**src/rtl/baud_divider_pkg.sv**
```systemverilog
package baud_divider_pkg;
  // Per-cycle command from control to datapath
  typedef struct packed {
    logic load;      // reload tick: copy time constant into counter
    logic dec;       // ordinary tick: step counter down
    logic terminal;  // zero tick: flip output, raise status pulse
  } brgStrobe_t;
endpackage

```
**src/rtl/baud_divider_ctrl.sv**
```systemverilog
module baud_divider_ctrl
  import baud_divider_pkg::*;
(
  input  logic       clk,
  input  logic       rstN,
  input  logic       brgEnable,
  input  logic       srcSel,
  input  logic       sysTick,
  input  logic       extTick,
  input  logic       cntZero,
  output brgStrobe_t strobe
);
  logic tickSel;
  logic tick;
  logic inReload;

  // Source mux: only the chosen enable counts
  assign tickSel = srcSel ? sysTick : extTick;
  assign tick    = brgEnable & tickSel;

  always_comb begin
    strobe.load     = tick & inReload;
    strobe.terminal = tick & ~inReload & cntZero;
    strobe.dec      = tick & ~inReload & ~cntZero;
  end

  // Phase flag: reset lands in the reload phase so the first tick loads
  always_ff @(posedge clk or negedge rstN) begin
    if (!rstN)                inReload <= 1'b1;
    else if (strobe.load)     inReload <= 1'b0;
    else if (strobe.terminal) inReload <= 1'b1;
  end
endmodule

```
**src/rtl/baud_divider_dp.sv**
```systemverilog
module baud_divider_dp
  import baud_divider_pkg::*;
#(
  parameter int BYTE_W = 8,
  parameter int NUM_BYTES = 2
) (
  input  logic              clk,
  input  logic              rstN,
  input  logic [NUM_BYTES-1:0] laneWr,
  input  logic [BYTE_W-1:0] wrByte,
  input  brgStrobe_t        strobe,
  output logic              cntZero,
  output logic              baudOut,
  output logic              zeroPulse
);
  localparam int TC_W = BYTE_W * NUM_BYTES;

  logic [TC_W-1:0] tcReg;
  logic [TC_W-1:0] cnt;

  // One holding register per byte lane
  for (genvar lane = 0; lane < NUM_BYTES; lane++) begin : g_lane
    always_ff @(posedge clk or negedge rstN) begin
      if (!rstN)             tcReg[lane*BYTE_W +: BYTE_W] <= '0;
      else if (laneWr[lane]) tcReg[lane*BYTE_W +: BYTE_W] <= wrByte;
    end
  end

  always_ff @(posedge clk or negedge rstN) begin
    if (!rstN)           cnt <= '0;
    else if (strobe.load) cnt <= tcReg;
    else if (strobe.dec)  cnt <= cnt - 1'b1;
  end

  assign cntZero = (cnt == '0);

  always_ff @(posedge clk or negedge rstN) begin
    if (!rstN) begin
      baudOut   <= 1'b0;
      zeroPulse <= 1'b0;
    end else begin
      zeroPulse <= strobe.terminal;
      if (strobe.terminal) baudOut <= ~baudOut;
    end
  end
endmodule

```
**src/rtl/baud_divider.sv**
```systemverilog
module baud_divider
  import baud_divider_pkg::*;
#(
  parameter int BYTE_W = 8
) (
  input  logic              clk,
  input  logic              rstN,
  input  logic              tcLoWr,
  input  logic              tcHiWr,
  input  logic [BYTE_W-1:0] wrByte,
  input  logic              brgEnable,
  input  logic              srcSel,
  input  logic              sysTick,
  input  logic              extTick,
  output logic              baudOut,
  output logic              zeroPulse
);
  brgStrobe_t strobe;
  logic       cntZero;

  baud_divider_ctrl ctrl_i (
    .clk(clk), .rstN(rstN), .brgEnable(brgEnable), .srcSel(srcSel),
    .sysTick(sysTick), .extTick(extTick), .cntZero(cntZero), .strobe(strobe)
  );

  baud_divider_dp #(.BYTE_W(BYTE_W), .NUM_BYTES(2)) dp_i (
    .clk(clk), .rstN(rstN), .laneWr({tcHiWr, tcLoWr}), .wrByte(wrByte),
    .strobe(strobe), .cntZero(cntZero), .baudOut(baudOut), .zeroPulse(zeroPulse)
  );
endmodule

```
**config.mk**
```make
export PLATFORM = sky130hd
export DESIGN_NAME = baud_divider
export DESIGN_NICKNAME = d
export VERILOG_FILES = /design/src/rtl/baud_divider_pkg.sv /design/src/rtl/baud_divider_ctrl.sv /design/src/rtl/baud_divider_dp.sv /design/src/rtl/baud_divider.sv
export SDC_FILE = /design/constraint.sdc
export NUM_CORES = 1
export LEC_CHECK = 0
export BUFFER_PORTS_ARGS = -buffer_cell sky130_fd_sc_hd__buf_2
export CAP_MARGIN = 20
export CORE_ASPECT_RATIO = 1.75
export CORE_MARGIN = 2
export CORE_UTILIZATION = 53
export CTS_CLUSTER_SIZE = 12
export DETAILED_ROUTE_END_ITERATION = 8
export GPL_ROUTABILITY_DRIVEN = 0
export PLACE_DENSITY = 0.78
export SLEW_MARGIN = 5
export SYNTH_ARGS = -nofsm -noshare
export SYNTH_HDL_FRONTEND = slang
export SYNTH_SLANG_ARGS = --single-unit
```
**constraint.sdc**
```tcl
create_clock -name clk -period 2.2 [get_ports clk]
set_input_delay 0.44 -clock clk [delete_from_list [all_inputs] [get_ports clk]]
set_output_delay 0.44 -clock clk [all_outputs]
set_load 0.02 [all_outputs]
```
==> summary.txt, run 1 <==
STA
  – Minimum clock period: about 2.1 ns
  – Min Hold Slack: about 0.22 ns
  – RSZ-0062 raised after global routing: false
  – Clock skew: approximately 0.012 ns
  – Worst rel slew slack: 0.386
  – Setup ws final: 0.0615 ns
  – Fmax: roughly 470 MHz
  – Worst Tran Pin Value: between 0.9 and 1 ns
  – Final hold violations: 0
  – Slew Limit Fails: 0
  – Tcrit/Tclk final: 0.972
  – Setup Viol. Count Final: 0

Synth
  – Top cells by area, synth: dfrtp_1 (44%), mux2_2 (10%), mux2i_1 (3.1%)
  – Ys Warns: 0
  – Cell variety after synth: 47
  – Syn Std Cell Area: between 1500 and 2000 sq um
  – Leading area contributor after synthesis: dfrtp_1
  – Sequential share of the synthesized area: 0.458
  – Asr flop ratio synth: 1.00
  – Syn Area/Cell: ~10 sq um
  – FF+latch count, synth: 35
  – Post-synth top flop: dfrtp_1
  – Synthesized Nets: slightly above 200
  – Synth Instances: 186
  – Share of the synthesized area in the top cell type: 0.445
  – Post-synth EDFFs: 0

Layout
  – Final Util: 0.653
  – Area Growth Syn to Fin: 17.2%
  – Layout fillers: around 300
  – Most frequent cells in the layout: dfrtp_1 (34), mux2_2 (17), buf_2 (17), buf_4 (16), nand2_1 (12)
  – Design area: ~2200 sq um
  – Area of the multi-input gates: 985 sq um
  – Layout cells sized above 1: 0.341
  – Commonest non-fill, non-tap cell in the layout: dfrtp_1
  – Final #Nets: 233
  – FF+latch area: ~880 sq um
  – # diodes: 0

GRT
  – Global-route wire length before repair: around 9000 um
  – Vias in the first global route: 1854
  – Initial antenna violation count: 0
  – Largest net degree at the start of global routing: 36
  – GRT overflow: 0
  – Total GRT Usage: 0.280

Clock tree
  – Worst skew pair latency: approximately 0.29 ns
  – Clock buffer depth: 2
  – CTS Buf Count: 5
  – Root Buffer: clkbuf_8
  – Clk slew on worst S/H paths: 0.07 ns
  – Clock sink count: 35
  – CTS tree: built
  – CTS Hold Bufs: 0
  – CTS H-tree lvls: 2

Drt
  – WL met2: about 2500 um
  – Total routed wirelength: between 5000 and 6000 um
  – Wire per inst: a little under 20 um
  – DR DRC count: 0
  – Antenna Nets Post-Route: 0
  – Iteration count of the initial detailed-routing pass: 4
  – Iteration-0 DRC Markers: ~90
  – Met3 routed WL: between 300 and 400 um
  – Via-to-Cell Ratio: approximately 6.6
  – Vias: approximately 1700
  – Uppermost layer routed: met4
  – Wire length on met1: approximately 1800 um

Critical path
  – Worst-path cell chain: or4_4 -> or4_4 -> a2111o_1 -> o211ai_2
  – CP Data Required Time: roughly 2.4 ns
  – CP Buf/Inv Count: 0
  – Arr. time, crit path: between 2 and 2.5 ns
  – R2r endpoint: dp_i.cnt[13]
  – Most common cell on crit path: or4_4
  – CP endpoint kind: flip-flop
  – Critical path depth in cells: 4
  – Cell family with most CP delay: simple AND/OR/NAND/NOR gates
  – R2r worst-path depth: 4
  – CP max stage cell: or4_4
  – Crit path kind: flip-flop to flip-flop
  – R2R setup slack: between 0.06 and 0.07 ns
  – R2R Path Start: dp_i.cnt[9]
  – Crit path max fanout: 4
  – Worst path max stage delay: 0.59 ns
  – Setup crit start kind: flip-flop

Flow run
  – Max Cap Violations: 0

Floorplanning
  – I/O pins: 18
  – Core area: roughly 3400 sq um
  – Die ar.: 4130 sq um
  – Die Height: 83.5 um
  – Rows: 28
  – Initial Util: 0.557
  – Die X-Extent: 49.4 um

Place
  – Port Buf Inserts: 17
  – Placement Setup Slack: -0.0160 ns
  – Area after DPL: between 2000 and 2500 sq um
  – Dpl hpwl: 3780 um

Pwr
  – VDD IR max: around 0.55 mV
  – Leak Pwr: around 0.92 nW
  – PD cells: a little under 800 nW/um^2

Outcome
  – Outcome: finished clean

Min path
  – Worst hold path class: input pin to asynchronous set/reset pin
[cells in the mapped netlist, types with 2 or more instances]
cell / n
a211oi_1: 4
a21oi_1: 7
a22o_1: 2
a22oi_1: 2
a2bb2oi_1: 2
a31oi_1: 2
and4_1: 2
clkbuf_1: 8
dfrtp_1: 34
inv_1: 10
mux2_2: 17
mux2i_1: 6
nand2_1: 12
nand3_1: 7
nor2_1: 10
nor2b_1: 2
nor3_1: 7
nor4_1: 5
o211ai_1: 6
o21ai_0: 7
o221a_2: 2
o22ai_1: 3
o31ai_1: 2
or3_1: 2
or4_4: 3
[metal layers]
metal | track usage | vias up
met2 | 0.457 | 89
met4 | 0.227 | 0
li1 | - | 766
met1 | 0.306 | 832
met3 | 0.0556 | 41
met5 | 0 | -
[report_power, final]
group	switching [mW]	leakage [nW]	internal, mW
clock	0.223	0.0422	0.222
combinational	0.232	0.474	0.202
sequential	0.121	0.408	0.751
total	0.576	0.924	1.17
[through the flow]
stage | power, mW | std cells | setup TNS [ns]
after CTS | 1.74 | 262 | 0
final | 1.75 | 262 | 0
after detailed placement | 1.29 | 254 | -0.0229
after global routing | 1.86 | 262 | 0
after floorplan | 1.13 | 186 | 0
after global placement | 1.27 | 254 | 0
[cell families after synthesis]
family                     Yosys count  synth area share
buffers and inverters               20            0.0432
DFF                                 35             0.458
AOI/OAI and AO/OA                   48             0.182
adders and majority gates            1           0.00654
xor gates and xnor gates             1           0.00458
muxes                               23             0.131
and+or+nand+nor                     58             0.174
[final cells by class]
cell class / instances / share of cell area
clock inverter: 1 / 0.00223
timing repair buffer: 33 / 0.0915
multi-input combinational: 131 / 0.439
clock buffer: 7 / 0.0340
inverter: 10 / 0.0167
tap: 45 / 0.0251
sequential: 35 / 0.391
[how the worst max path moves through the flow]
stage / end / start
after floorplan: dp_i.cnt[7] / dp_i.cnt[0]
after global placement: dp_i.cnt[10] / dp_i.cnt[0]
after detailed placement: dp_i.cnt[10] / dp_i.cnt[0]
after CTS: dp_i.cnt[13] / dp_i.cnt[9]
after global routing: dp_i.cnt[0] / dp_i.cnt[0]
final: dp_i.cnt[13] / dp_i.cnt[9]
[worst reg2reg max path, stage by stage, from the launching register on]
cell      delay (ns)
dfrtp_1         0.42
or4_4           0.59
or4_4           0.52
a2111o_1        0.37
o211ai_2        0.17
[registers in the layout, summed over array words and instances, names as in the netlist]
signal,cells
dp_i.cnt,16
dp_i.tcReg,16
ctrl_i.inReload,1
dp_i.baudOut,1
dp_i.zeroPulse,1
[timing repair]
item / 4_1_cts / 5_1_grt
resized for setup: 2 / 4
pin swaps: 1 / 0
setup endpoints to repair: 5 / 5
buffers inserted: 0 / 0
Note: power is estimated with default switching activity, not from simulation.
==> run 2, diff against run 1 <==
--- a/config.mk
+++ b/config.mk
@@ -9,11 +9,11 @@
 export CAP_MARGIN = 20
 export CORE_ASPECT_RATIO = 1.75
 export CORE_MARGIN = 2
-export CORE_UTILIZATION = 53
+export CORE_UTILIZATION = 60
 export CTS_CLUSTER_SIZE = 12
 export DETAILED_ROUTE_END_ITERATION = 8
 export GPL_ROUTABILITY_DRIVEN = 0
-export PLACE_DENSITY = 0.78
+export PLACE_DENSITY = 0.84
 export SLEW_MARGIN = 5
 export SYNTH_ARGS = -nofsm -noshare
 export SYNTH_HDL_FRONTEND = slang
==> constraint.sdc (replaced) <==
create_clock -name clk -period 2.67 [get_ports clk]
set_input_delay 0.534 -clock clk [delete_from_list [all_inputs] [get_ports clk]]
set_output_delay 0.534 -clock clk [all_outputs]
set_load 0.02 [all_outputs]
==> run 2 against run 1 <==
Effect of this change:
- non-clock buffer count decreased by 11
- largest power group unchanged
- die area is 11% lower
- largest cell class unchanged
- clock power is 18% lower
==> summary.txt, run 2 (same netlist as run 1, synthesis figures left out) <==
STA
  – RSZ-0062 raised after global routing: false (unchanged)
  – Worst rel slew slack: 0.492 (was 0.386)
  – Setup tns final: 0 ns (unchanged)
  – Setup Viol. Count Final: 0 (unchanged)
  – Clock skew: 0.0109 ns (was 0.0115 ns)
  – Slew Limit Fails: 0 (unchanged)
  – Minimum clock period: 2.48 ns (was 2.14 ns)
  – Worst Tran Pin Value: 0.762 ns (was 0.915 ns)
  – Final hold violations: 0 (unchanged)
  – Fmax: 404 MHz (was 468 MHz)
  – Tcrit/Tclk final: 0.927 (was 0.972)

Critical path
  – Crit path from: dp_i.cnt[0] (was dp_i.cnt[9])
  – CP endpoint kind: flip-flop (unchanged)
  – Crit path max fanout: 6 (was 4)
  – R2R Path Start: dp_i.cnt[0] (was dp_i.cnt[9])
  – CP max stage cell: or4_4 (unchanged)
  – Crit path kind: flip-flop to flip-flop (unchanged)
  – Worst path max stage delay: 0.57 ns (was 0.59 ns)
  – Arr. time, crit path: 2.63 ns (was 2.35 ns)
  – Worst-path cell chain: inv_1 -> ha_1 -> or3b_2 -> or4_4 -> o21ai_0 -> o211ai_1 (was or4_4 -> or4_4 -> a2111o_1 -> o211ai_2)
  – CP Data Required Time: 2.83 ns (was 2.41 ns)
  – Cell family with most CP delay: simple AND/OR/NAND/NOR gates (unchanged)
  – Setup crit start kind: flip-flop (unchanged)
  – CP Buf/Inv Count: 1 (was 0)

Pwr
  – Sw Pwr: 0.469 mW (was 0.576 mW)
  – VDD IR max: 0.589 mV (was 0.546 mV)
  – Switching part of the total: 0.334 (was 0.329)
  – Leak Pwr: 0.868 nW (was 0.924 nW)
  – PD cells: 661 nW/um^2 (was 781 nW/um^2)
  – Internal cell power: 0.936 mW (was 1.17 mW)
  – Seq pwr share: 0.516 (was 0.498)
  – Clock network fraction of total power: 0.261 (was 0.254)
  – Combinational power share: 0.223 (was 0.248)

Drt
  – Wire per inst: 19.9 um (was 19.5 um)
  – Vias: 1679 (was 1728)
  – Via-to-Cell Ratio: 6.74 (was 6.60)
  – DR DRC count: 0 (unchanged)
  – Antenna Nets Post-Route: 0 (unchanged)
  – Iteration count of the initial detailed-routing pass: 4 (unchanged)
  – Iteration-0 DRC Markers: 94 (was 88)
  – Total routed wirelength: 4960 um (was 5100 um)

Layout
  – Area of the multi-input gates: 953 sq um (was 985 sq um)
  – Final #Nets: 222 (was 233)
  – Top Registers: dp_i.cnt (16), dp_i.tcReg (16) (unchanged)
  – Commonest non-fill, non-tap cell in the layout: dfrtp_1 (unchanged)
  – FF+latch area: 877 sq um (unchanged)
  – Design area: 2130 sq um (was 2240 sq um)
  – Layout cells sized above 1: 0.272 (was 0.341)
  – Layout fillers: 269 (was 304)
  – Most frequent cells in the layout: dfrtp_1 (34), mux2_2 (17), buf_2 (17), nand2_1 (12) (was dfrtp_1 (34), mux2_2 (17), buf_2 (17), buf_4 (16), nand2_1 (12))
  – Area Growth Syn to Fin: 11.1% (was 17.2%)
  – # diodes: 0 (unchanged)

Clock tree
  – Root Buffer: clkbuf_8 (unchanged)
  – Cts repair resizes: 0 (was 2)
  – Clk slew on worst S/H paths: 0.07 ns (about the same)
  – CTS tree: built (unchanged)
  – Worst skew pair latency: 0.29 ns (about the same)
  – Clock buffer depth: 2 (unchanged)
  – CTS Buf Count: 5 (unchanged)
  – CTS Hold Bufs: 0 (unchanged)
  – Clock sink count: 35 (unchanged)
  – Postcts setup bufs: 0 (unchanged)
  – CTS H-tree lvls: 2 (unchanged)

GRT
  – GRT overflow: 0 (unchanged)
  – Total GRT Usage: 0.321 (was 0.280)
  – Initial antenna violation count: 0 (unchanged)
  – Vias in the first global route: 1675 (was 1854)
  – Global-route wire length before repair: 8400 um (was 8780 um)
  – Largest net degree at the start of global routing: 36 (unchanged)

Floorplanning
  – Initial Util: 0.616 (was 0.557)
  – Core area: 3110 sq um (was 3430 sq um)
  – Rows: 27 (was 28)
  – Die X-Extent: 46.7 um (was 49.4 um)
  – I/O pins: 18 (unchanged)
  – Die Height: 78.7 um (was 83.5 um)
  – Die ar.: 3670 sq um (was 4130 sq um)

Min path
  – Worst hold path class: input pin to asynchronous set/reset pin (unchanged)

Place
  – Area after DPL: 2040 sq um (was 2130 sq um)
  – Dpl hpwl: 3530 um (was 3780 um)
  – Port Buf Inserts: 17 (unchanged)

Outcome
  – Outcome: finished clean (unchanged)

Flow run
  – Max Cap Violations: 0 (unchanged)
==> run 2: cell type report <==
class / count / share of cell area
Inverter: 10 / 0.0177
Timing Repair Buffer: 22 / 0.0577
Clock buffer: 7 / 0.0359
Tap cell: 43 / 0.0253
Multi-Input combinational cell: 131 / 0.448
Clock inverter: 1 / 0.00235
Sequential cell: 35 / 0.413
==> run 2: layer usage <==
metal  vias to the layer above  part of all wire  GRT usage
met3                        33             0.053     0.0682
met2                        80              0.53      0.513
met5                         -                 0          0
met4                         0             0.048      0.147
met1                       825              0.37      0.402
li1                        741                 -          -
==> run 2: path summary, 6_finish.rpt <==
kind,to,slack (ns),cells after the start
min,dp_i.cnt[15],0.30,1
max,dp_i.cnt[10],0.19,6
min in group clk,dp_i.baudOut,0.46,1
min reg2reg,dp_i.baudOut,0.46,1
max in group asynchronous,dp_i.cnt[5],1.86,1
max reg2reg,dp_i.cnt[10],0.19,6
==> run 2: power groups by stage <==
stage / Sequential [mW] / Combinational [mW] / Clock [mW]
after CTS: 0.716 / 0.306 / 0.368
final: 0.725 / 0.314 / 0.366
after global placement: 0.718 / 0.285 / 0
after global routing: 0.730 / 0.347 / 0.397
after floorplan: 0.694 / 0.224 / 0
after detailed placement: 0.724 / 0.305 / 0
==> run 2: stage by stage <==
| step | power [mW] | worst slack, ns | cells | hold WS (ns) | util |
|---|---|---|---|---|---|
| after CTS | 1.39 | 0.218 | 249 | 0.336 | 0.684 |
| after detailed placement | 1.03 | 0.238 | 241 | 0.462 | 0.658 |
| after floorplan | 0.918 | 0.340 | 186 | 0.238 | - |
| after global placement | 1.00 | 0.313 | 241 | 0.457 | 0.658 |
| after global routing | 1.47 | 0.0504 | 249 | 0.369 | 0.684 |
| final | 1.40 | 0.195 | 249 | 0.304 | 0.684 |
==> run 3, diff against run 2 <==
--- a/config.mk
+++ b/config.mk
@@ -13,7 +13,7 @@
 export CTS_CLUSTER_SIZE = 12
 export DETAILED_ROUTE_END_ITERATION = 8
 export GPL_ROUTABILITY_DRIVEN = 0
-export PLACE_DENSITY = 0.84
+export PLACE_DENSITY = 0.86
 export SLEW_MARGIN = 5
 export SYNTH_ARGS = -nofsm -noshare
 export SYNTH_HDL_FRONTEND = slang
==> run 3 against run 2 <==
Effect of this change:
- setup slack got worse by 0.017 ns
- combinational power decreased by 2%
- die area unchanged
- critical path depth unchanged
- highest routed layer unchanged
- maximum frequency decreased by 0.68%
- clock skew decreased by 0.0027 ns
- sequential power about the same
- wire length decreased by 2.1%
- final cell count decreased by 0.40%
- non-clock buffer count decreased by 1
==> summary.txt, run 3 (same netlist as run 1, synthesis figures left out) <==
Clock tree
  – Root Buffer: clkbuf_8 (unchanged)
  – CTS Hold Bufs: 0 (unchanged)
  – CTS Buf Count: 5 (unchanged)
  – CTS tree: built (unchanged)
  – Clock sink count: 35 (unchanged)
  – CTS H-tree lvls: 2 (unchanged)
  – Clk slew on worst S/H paths: 0.07 ns (about the same)
  – Cts repair resizes: 0 (unchanged)
  – Postcts setup bufs: 0 (unchanged)
  – Clock buffer depth: 2 (unchanged)
  – Worst skew pair latency: 0.29 ns (about the same)

Drt
  – Total routed wirelength: 4860 um (was 4960 um)
  – Via-to-Cell Ratio: 6.89 (was 6.74)
  – Iteration count of the initial detailed-routing pass: 5 (was 4)
  – Vias: 1709 (was 1679)
  – Antenna Nets Post-Route: 0 (unchanged)
  – Wire per inst: 19.6 um (was 19.9 um)
  – Met3 routed WL: 343 um (was 262 um)
  – Iteration-0 DRC Markers: 124 (was 94)
  – Uppermost layer routed: met4 (unchanged)
  – DR DRC count: 0 (unchanged)
  – WL met2: 2570 um (was 2610 um)
  – Wire length on met1: 1650 um (was 1860 um)

Layout
  – Most frequent cells in the layout: dfrtp_1 (34), mux2_2 (17), buf_2 (17), nand2_1 (12) (unchanged)
  – Area Growth Syn to Fin: 11.7% (was 11.1%)
  – Final #Nets: 221 (was 222)
  – Commonest non-fill, non-tap cell in the layout: dfrtp_1 (unchanged)
  – # diodes: 0 (unchanged)
  – Design area: 2140 sq um (was 2130 sq um)
  – Layout cells sized above 1: 0.273 (was 0.272)
  – Top Registers: dp_i.cnt (16), dp_i.tcReg (16) (unchanged)

Critical path
  – Worst-path cell chain: inv_1 -> ha_1 -> or3b_2 -> or4_4 -> o21ai_0 -> o211ai_1 (unchanged)
  – Worst path max stage delay: 0.58 ns (was 0.57 ns)
  – Arr. time, crit path: 2.65 ns (was 2.63 ns)
  – Crit path kind: flip-flop to flip-flop (unchanged)
  – Crit path to: dp_i.cnt[10] (unchanged)
  – R2r endpoint: dp_i.cnt[10] (unchanged)
  – Setup crit start kind: flip-flop (unchanged)
  – R2r worst-path depth: 6 (unchanged)
  – CP max stage cell: or4_4 (unchanged)
  – Crit path max fanout: 6 (unchanged)
  – CP Data Required Time: 2.82 ns (was 2.83 ns)
  – R2R setup slack: 0.18 ns (was 0.19 ns)
  – R2R Path Start: dp_i.cnt[0] (unchanged)
  – Crit path from: dp_i.cnt[0] (unchanged)
  – CP endpoint kind: flip-flop (unchanged)

Floorplanning
  – Die X-Extent: 46.7 um (unchanged)
  – Core area: 3110 sq um (unchanged)
  – I/O pins: 18 (unchanged)
  – Die Height: 78.7 um (unchanged)
  – Die ar.: 3670 sq um (unchanged)
  – Initial Util: 0.616 (unchanged)
  – Rows: 27 (unchanged)

STA
  – Setup tns final: 0 ns (unchanged)
  – Tcrit/Tclk final: 0.933 (was 0.927)
  – Worst Tran Pin Value: 0.984 ns (was 0.762 ns)
  – Minimum clock period: 2.49 ns (was 2.48 ns)
  – RSZ-0062 raised after global routing: false (unchanged)
  – Clock skew: 0.00818 ns (was 0.0109 ns)
  – Final hold violations: 0 (unchanged)
  – Slew Limit Fails: 0 (unchanged)
  – Setup Viol. Count Final: 0 (unchanged)
  – Worst rel slew slack: 0.338 (was 0.492)
  – Fmax: 401 MHz (was 404 MHz)

Pwr
  – Clock network fraction of total power: 0.285 (was 0.261)
  – Internal cell power: 0.983 mW (was 0.936 mW)
  – Combinational power share: 0.214 (was 0.223)
  – VDD IR max: 0.659 mV (was 0.589 mV)
  – Sw Pwr: 0.459 mW (was 0.469 mW)
  – Switching part of the total: 0.318 (was 0.334)
  – PD cells: 675 nW/um^2 (was 661 nW/um^2)
  – Leak Pwr: 0.872 nW (was 0.868 nW)
  – Seq pwr share: 0.501 (was 0.516)

GRT
  – Global-route wire length before repair: 8170 um (was 8400 um)
  – Largest net degree at the start of global routing: 36 (unchanged)
  – Initial antenna violation count: 0 (unchanged)
  – Vias in the first global route: 1677 (was 1675)
  – GRT overflow: 0 (unchanged)
  – Total GRT Usage: 0.315 (was 0.321)

Outcome
  – Outcome: finished clean (unchanged)

Min path
  – Worst hold path class: input pin to asynchronous set/reset pin (unchanged)

Place
  – Area after DPL: 2040 sq um (about the same)
  – Dpl hpwl: 3520 um (was 3530 um)
  – Port Buf Inserts: 17 (unchanged)

Flow run
  – Max Cap Violations: 0 (unchanged)
[run 3: cell types whose count changed in the layout (fill, tap and decap cells not counted)]
cell / previous run / this run
buf_4: 5 / 4
clkbuf_1: 2 / 1
clkinv_2: 1 / 0
clkbuf_8: 5 / 7
[run 3: per-stage QoR]
| step | utilization | std cells | setup WS, ns | total power, mW | hold slack [ns] |
|---|---|---|---|---|---|
| floorplan | - | 186 | 0.340 | 0.918 | 0.238 |
| finish | 0.688 | 248 | 0.178 | 1.44 | 0.308 |
| CTS | 0.688 | 248 | 0.208 | 1.43 | 0.334 |
| global route | 0.688 | 248 | 0.0201 | 1.51 | 0.379 |
| detailed placement | 0.655 | 240 | 0.213 | 1.02 | 0.469 |
| global placement | 0.655 | 240 | 0.309 | 0.998 | 0.455 |
[run 3: power by group through the flow]
stage | combinational [mW] | sequential [mW] | clock (mW)
after floorplan | 0.224 | 0.694 | 0
after global placement | 0.282 | 0.716 | 0
after detailed placement | 0.298 | 0.725 | 0
after CTS | 0.301 | 0.716 | 0.416
after global routing | 0.337 | 0.736 | 0.440
final | 0.309 | 0.722 | 0.411
[run 3: routing by layer]
metal  vias to the layer above  global-route usage
met5                         -                   0
met4                         0               0.147
met3                        37              0.0636
met2                       108               0.518
met1                       824               0.379
li1                        740                   -
[run 3: critical path, delay by kind of cell, from the launching register on]
kind	cells	cell delay [ns]
AO/OA/AOI/OAI	2	0.51
buffers and inverters	1	0.11
AND/OR/NAND/NOR	2	1.13
flip-flops	1	0.40
adder cells (fa/ha/maj)	1	0.21
[run 3: final cells by class]
cell class              instances  area [sq um]
clock buffers                   8           100
fillers                       238           971
inverters                      10          37.5
multi-input cells             131           953
flip-flops and latches         35           877
well taps                      43          53.8
repair buffers                 21           115
[run 3: worst min path at each step]
stage                             from           end  slack [ns]
after floorplan                   rstN  dp_i.baudOut        0.24
final                             rstN   dp_i.cnt[9]        0.31
after detailed placement  dp_i.baudOut  dp_i.baudOut        0.47
after global placement    dp_i.baudOut  dp_i.baudOut        0.45
after CTS                         rstN   dp_i.cnt[9]        0.33
after global routing              rstN   dp_i.cnt[9]        0.38
